===== src/rtl/cwl_pkg.sv =====
package cwl_pkg;
  localparam int WORD_W = 24;
  localparam int ADDR_W = 2;
  localparam int DIV_W  = 14;
  localparam int CP_W   = 2;
  localparam int LD_W   = 2;
  localparam int SEL_W  = 3;

  localparam int SEL_LSB  = 0;
  localparam int EN_BIT   = SEL_LSB + SEL_W;
  localparam int LD_LSB   = EN_BIT + 1;
  localparam int CP_LSB   = LD_LSB + LD_W;
  localparam int DIV_LSB  = CP_LSB + CP_W;
  localparam int ADDR_LSB = WORD_W - ADDR_W;

  typedef struct packed {
    logic [DIV_W-1:0] div;
    logic [CP_W-1:0]  cp;
    logic [LD_W-1:0]  ld;
    logic             rst_en;
    logic [SEL_W-1:0] sel;
  } ctrl_fields_t;

  typedef enum logic [1:0] {
    SEQ_IDLE  = 2'd0,
    SEQ_ARMED = 2'd1,
    SEQ_HOLD  = 2'd2
  } seq_state_e;

  function automatic ctrl_fields_t unpack_word(input logic [WORD_W-1:0] w);
    ctrl_fields_t f;
    f.div    = w[DIV_LSB +: DIV_W];
    f.cp     = w[CP_LSB +: CP_W];
    f.ld     = w[LD_LSB +: LD_W];
    f.rst_en = w[EN_BIT];
    f.sel    = w[SEL_LSB +: SEL_W];
    return f;
  endfunction
endpackage


===== src/rtl/cwl_sync.sv =====
module cwl_sync #(
  parameter int W      = 4,
  parameter int STAGES = 2
) (
  input  logic         clk_i,
  input  logic         rst_ni,
  input  logic [W-1:0] d_i,
  output logic [W-1:0] q_o
);
  logic [W-1:0] st_q [STAGES];

  generate
    for (genvar g = 0; g < STAGES; g++) begin : g_stage
      if (g == 0) begin : g_first
        always_ff @(posedge clk_i or negedge rst_ni)
          if (!rst_ni) st_q[g] <= '0;
          else         st_q[g] <= d_i;
      end else begin : g_next
        always_ff @(posedge clk_i or negedge rst_ni)
          if (!rst_ni) st_q[g] <= '0;
          else         st_q[g] <= st_q[g-1];
      end
    end
  endgenerate

  assign q_o = st_q[STAGES-1];
endmodule


===== src/rtl/cwl_shift.sv =====
module cwl_shift
  import cwl_pkg::*;
(
  input  logic              clk_i,
  input  logic              rst_ni,
  input  logic              shift_i,
  input  logic              bit_i,
  output logic [WORD_W-1:0] word_o
);
  logic [WORD_W-1:0] sr_q;

  always_ff @(posedge clk_i or negedge rst_ni)
    if (!rst_ni)      sr_q <= '0;
    else if (shift_i) sr_q <= {sr_q[WORD_W-2:0], bit_i};

  assign word_o = sr_q;

  // newest bit lands at LSB, older bits move up
  assert_shift_msb_first_R2: assert property (@(posedge clk_i) disable iff (!rst_ni)
    shift_i |=> (sr_q[0] == $past(bit_i)) && (sr_q[WORD_W-1:1] == $past(sr_q[WORD_W-2:0])));
endmodule


===== src/rtl/cwl_fields.sv =====
module cwl_fields
  import cwl_pkg::*;
(
  input  logic              clk_i,
  input  logic              rst_ni,
  input  logic              load_i,
  input  logic [WORD_W-1:0] word_i,
  output ctrl_fields_t      fields_o
);
  ctrl_fields_t fields_q;

  always_ff @(posedge clk_i or negedge rst_ni)
    if (!rst_ni)     fields_q <= '0;
    else if (load_i) fields_q <= unpack_word(word_i);

  assign fields_o = fields_q;

  assert_load_fields_R3: assert property (@(posedge clk_i) disable iff (!rst_ni)
    load_i |=> (fields_q.div == $past(word_i[21:8])) && (fields_q.cp == $past(word_i[7:6]))
               && (fields_q.ld == $past(word_i[5:4])) && (fields_q.rst_en == $past(word_i[3]))
               && (fields_q.sel == $past(word_i[2:0])));

  assert_hold_fields_R4: assert property (@(posedge clk_i) disable iff (!rst_ni)
    !load_i |=> $stable(fields_q));
endmodule


===== src/rtl/cwl_rst_seq.sv =====
module cwl_rst_seq
  import cwl_pkg::*;
(
  input  logic clk_i,
  input  logic rst_ni,
  input  logic trig_i,
  input  logic fall_i,
  output logic mod_rst_o
);
  seq_state_e state_q, state_d;

  always_comb begin
    state_d = state_q;
    if (trig_i) state_d = SEQ_ARMED;   // restart wins over an edge
    else if (fall_i) begin
      unique case (state_q)
        SEQ_ARMED: state_d = SEQ_HOLD;
        SEQ_HOLD:  state_d = SEQ_IDLE;
        default:   state_d = state_q;
      endcase
    end
  end

  always_ff @(posedge clk_i or negedge rst_ni)
    if (!rst_ni) state_q <= SEQ_IDLE;
    else         state_q <= state_d;

  assign mod_rst_o = (state_q == SEQ_HOLD);

  assert_rst_rise_on_edge_R6: assert property (@(posedge clk_i) disable iff (!rst_ni)
    $rose(mod_rst_o) |-> $past(fall_i) && !$past(trig_i));

  assert_rst_fall_cause_R8: assert property (@(posedge clk_i) disable iff (!rst_ni)
    $fell(mod_rst_o) |-> $past(fall_i) || $past(trig_i));

  assert_restart_drops_R8: assert property (@(posedge clk_i) disable iff (!rst_ni)
    trig_i |=> !mod_rst_o);
endmodule


===== src/rtl/ctrl_word_loader.sv =====
module ctrl_word_loader
  import cwl_pkg::*;
#(
  parameter int               SYNC_STAGES = 2,
  parameter logic [ADDR_W-1:0] ADDR_MATCH = 2'b10
) (
  input  logic              clk_i,
  input  logic              rst_ni,
  input  logic              ser_clk_i,
  input  logic              ser_data_i,
  input  logic              ser_strobe_i,
  input  logic              div_out_i,
  output logic [DIV_W-1:0]  div_val_o,
  output logic [CP_W-1:0]   cp_ratio_o,
  output logic [LD_W-1:0]   lock_mode_o,
  output logic              mod_rst_en_o,
  output logic [SEL_W-1:0]  cmp_sel_o,
  output logic              mod_rst_o
);
  localparam int NIN = 4;
  localparam int I_SCK = 0, I_SDA = 1, I_STB = 2, I_DIV = 3;

  logic [NIN-1:0]    raw, syn, prev_q;
  logic              sck_rise, stb_rise, div_fall, addr_ok, load, trig;
  logic [WORD_W-1:0] word;
  ctrl_fields_t      fields;

  assign raw = {div_out_i, ser_strobe_i, ser_data_i, ser_clk_i};

  cwl_sync #(.W(NIN), .STAGES(SYNC_STAGES)) u_sync (
    .clk_i(clk_i), .rst_ni(rst_ni), .d_i(raw), .q_o(syn));

  always_ff @(posedge clk_i or negedge rst_ni)
    if (!rst_ni) prev_q <= '0;
    else         prev_q <= syn;

  assign sck_rise = syn[I_SCK] & ~prev_q[I_SCK];
  assign stb_rise = syn[I_STB] & ~prev_q[I_STB];
  assign div_fall = ~syn[I_DIV] & prev_q[I_DIV];

  cwl_shift u_shift (
    .clk_i(clk_i), .rst_ni(rst_ni), .shift_i(sck_rise),
    .bit_i(syn[I_SDA]), .word_o(word));

  assign addr_ok = (word[ADDR_LSB +: ADDR_W] == ADDR_MATCH);
  assign load    = stb_rise & addr_ok;
  assign trig    = load & word[EN_BIT];

  cwl_fields u_fields (
    .clk_i(clk_i), .rst_ni(rst_ni), .load_i(load), .word_i(word), .fields_o(fields));

  cwl_rst_seq u_seq (
    .clk_i(clk_i), .rst_ni(rst_ni), .trig_i(trig), .fall_i(div_fall), .mod_rst_o(mod_rst_o));

  assign div_val_o    = fields.div;
  assign cp_ratio_o   = fields.cp;
  assign lock_mode_o  = fields.ld;
  assign mod_rst_en_o = fields.rst_en;
  assign cmp_sel_o    = fields.sel;

  assert_no_rst_without_load_R7: assert property (@(posedge clk_i) disable iff (!rst_ni)
    $rose(mod_rst_o) |-> !mod_rst_en_o || $past(div_fall));
endmodule


===== config.mk =====
export PLATFORM = sky130hd
export DESIGN_NAME = ctrl_word_loader
export DESIGN_NICKNAME = d
export VERILOG_FILES = /design/src/rtl/cwl_pkg.sv /design/src/rtl/cwl_sync.sv /design/src/rtl/cwl_shift.sv /design/src/rtl/cwl_fields.sv /design/src/rtl/cwl_rst_seq.sv /design/src/rtl/ctrl_word_loader.sv
export SDC_FILE = /design/constraint.sdc
export NUM_CORES = 1
export LEC_CHECK = 0
export BUFFER_PORTS_ARGS = -buffer_cell sky130_fd_sc_hd__buf_2
export CORE_ASPECT_RATIO = 0.7
export CORE_MARGIN = 3
export CORE_UTILIZATION = 50
export CTS_CLUSTER_SIZE = 16
export DETAILED_ROUTE_END_ITERATION = 8
export PLACE_DENSITY = 0.73
export SYNTH_ARGS = -nofsm -noshare
export SYNTH_HDL_FRONTEND = slang
export SYNTH_SLANG_ARGS = --single-unit

===== constraint.sdc =====
create_clock -name clk_i -period 1.3 [get_ports clk_i]
set_input_delay 0.195 -clock clk_i [delete_from_list [all_inputs] [get_ports clk_i]]
set_output_delay 0.195 -clock clk_i [all_outputs]
set_load 0.1 [all_outputs]

==> impl_metrics.toml <==
[run_status]
status = "finished, violations left"
violations = "setup timing"

[power]
power_density_mw_per_mm2 = 1480
power_w = 0.00405
p_leak_nw = 1.35
ir_worst_vdd_uv = 1070

[timing]
setup_viol = 22
finalHoldViolations = 0
fin_hold_ws_ns = 0.340
finalMaxSlewViolations = 0
finalWorstSetupSlack_ns = -0.127
period_share = 1.10
fmax_ghz = 0.701
setup_tns_ns = -2.14
finClkSkew_ns = 0.00721
worst_pin_slew_ns = 0.302
worst_slew_margin_rel = 0.799
rsz0062_at_grt = "yes"
fin_crit_ns = 1.43

[floorplanning]
core-area_mm2 = 0.00407
io_pins = 29
start_util = 0.537
chipWidth_um = 85.0
fp.dieH_um = 61.3
rows = 19
die_area_mm2 = 0.00521

[cts]
clock_latency_ns = 0.33
cts.sinks = 59
cts_max_path_buffers = 2
cts_max_level = 3
numCtsBuffers = 9
cts_tree = "yes"
cts_root_buf = "clkbuf_8"
clkSlewWorstSetupHoldPaths_ns = 0.06

[final_layout]
finish.utilization = 0.673
fin_nets = 172
fillers = 282
drive_gt1_frac = 0.565
antenna_cells = 0
syn_to_final_growth_pct = 25.3
final_common_cell = "dfrtp_1"
layout_common_cells = "dfrtp_1, mux2_2, buf_4"

[yosys]
yosys_warnings = 0
synth_top_cells_by_area = "dfrtp_1, mux2_2, mux2_4, buf_12, buf_2"
ys_seq_area_frac = 0.677
ys_ff_latch = 59
yosys.area.top_type = "dfrtp_1"
post-synth-top-area-fraction = 0.677
syn_avg_cell_area_um2 = 17.9
syn_area_mm2 = 0.00218
synth_cell_type_count = 14
synthCells = 122
syn_nets = 128

[grt]
grt_max_degree = 60
track_usage = 0.163
grt_pass1_wl_um = 6000
grt_overflow_total = 0
antenna_found_initial = 0
grt_pass1_vias = 1188

[worst_hold_path]
holdPathStages = 0
worstHoldEndpoint = "u_sync.q_o[1]$_DFF_PN0_"
hold_start = "u_sync.st_q[5]$_DFF_PN0_"
hp-class = "flop to flop"

[run]
cap_viol_max_count = 0

[placed_design]
io_buffers = 28
place_congestion = 0.704
hpwl_um = 2280
place_ws_ns = -0.163

[critical_path]
critPathMaxFanout = 13
end_kind = "flop"
arrival_ns = 1.64
crit_path_start_kind = "flop"
critPathRequiredTime_ns = 1.51
crit_type = "flop to flop"
timing.rr.start = "prev_q[2]$_DFF_PN0_"
r2r_slack_ns = -0.13
r2r_end = "u_fields.fields_o[14]$_DFFE_PN0P_"
reg2regPathDepth = 3

[detailed_routing]
route.vias.total = 1094
drtPass1Iterations = 4
wl_um = 3530
drt_iter0_drc = 55
vias_per_cell = 4.93
wl_per_cell_um = 15.9
drc = 0
ant_nets = 0
cell families after synthesis:
| kind of cell | synth area share |
|---|---|
| flip-flops | 0.677 |
| AND/OR/NAND/NOR | 0.0218 |
| AO/OA/AOI/OAI | 0.00803 |
| buffers and inverters | 0.0304 |
| multiplexers | 0.263 |
area by class of cell:
class | count | area, um2 | area share
Inverter | 1 | 3.75 | 0.00137
Clock buffer | 13 | 169 | 0.0618
Tap cell | 52 | 65.1 | 0.0238
Timing Repair Buffer | 39 | 338 | 0.124
Sequential cell | 59 | 1480 | 0.540
Multi-Input combinational cell | 56 | 672 | 0.246
Clock inverter | 2 | 10.0 | 0.00366
flip-flops by register name, summed over array words and instances (netlist names):
| name | count |
|---|---|
| u_sync.q_o | 4 |
| u_shift.word_o | 24 |
| prev_q | 3 |
| u_seq.state_q | 2 |
| u_fields.fields_o | 22 |
| u_sync.st_q | 4 |
per-layer routing:
layer | track usage | vias up | share of wire
met4 | 0.0474 | 0 | 0.0040
met2 | 0.259 | 35 | 0.50
li1 | - | 510 | -
met5 | 0 | - | 0
met3 | 0.0976 | 2 | 0.070
met1 | 0.190 | 547 | 0.43
through the flow:
stage               std cells  instance area [um2]
global placement          202                 2440
finish                    222                 2730
detailed placement        202                 2440
floorplan                 122                 2190
CTS                       222                 2730
global route              222                 2730
synth_stat cells:
master    number
inv_1          1
buf_12         2
a21boi_0       1
buf_2          3
dfrtp_1       59
nand2_1        3
nor2b_1        2
buf_4          1
nand3b_1       1
mux2_4        18
nor4bb_1       1
nand2b_1       1
o21ai_0        2
mux2_2        27
how the worst max path moves through the flow:
stage / startpoint / to / slack (ns) / cells past startpoint
4_1_cts: u_shift.word_o[22]$_DFFE_PN0P_ / u_fields.fields_o[14]$_DFFE_PN0P_ / -0.13 / 3
3_5_place_dp: u_shift.word_o[22]$_DFFE_PN0P_ / u_fields.fields_o[13]$_DFFE_PN0P_ / -0.16 / 3
3_3_place_gp: prev_q[2]$_DFF_PN0_ / u_fields.fields_o[12]$_DFFE_PN0P_ / -0.13 / 3
6_report: prev_q[2]$_DFF_PN0_ / u_fields.fields_o[14]$_DFFE_PN0P_ / -0.13 / 3
2_1_floorplan: u_shift.word_o[22]$_DFFE_PN0P_ / u_fields.fields_o[15]$_DFFE_PN0P_ / -0.05 / 4
5_1_grt: prev_q[2]$_DFF_PN0_ / u_fields.fields_o[11]$_DFFE_PN0P_ / -0.18 / 3
what timing repair did:
| action | in CTS | in global routing |
|---|---|---|
| hold buffers | 5 | 0 |
| endpoints found under the hold margin | 63 | 0 |
| buffers inserted | 0 | 0 |
| gates resized for setup | 23 | 2 |
| pin swaps | 0 | 0 |
| setup endpoints to repair | 43 | 26 |
worst max-delay path: stages, from the launching register on:
cell and delay, ns:
dfrtp_1 0.39, nor4bb_4 0.32, buf_6 0.24, mux2_2 0.35
power breakdown:
| part | switching (W) | internal, W |
|---|---|---|
| clock network | 0.000635 | 0.000830 |
| registers | 0.000183 | 0.00207 |
| logic | 0.000116 | 0.000212 |
| total | 0.000934 | 0.00312 |
Power figures use the tool's default switching activity.
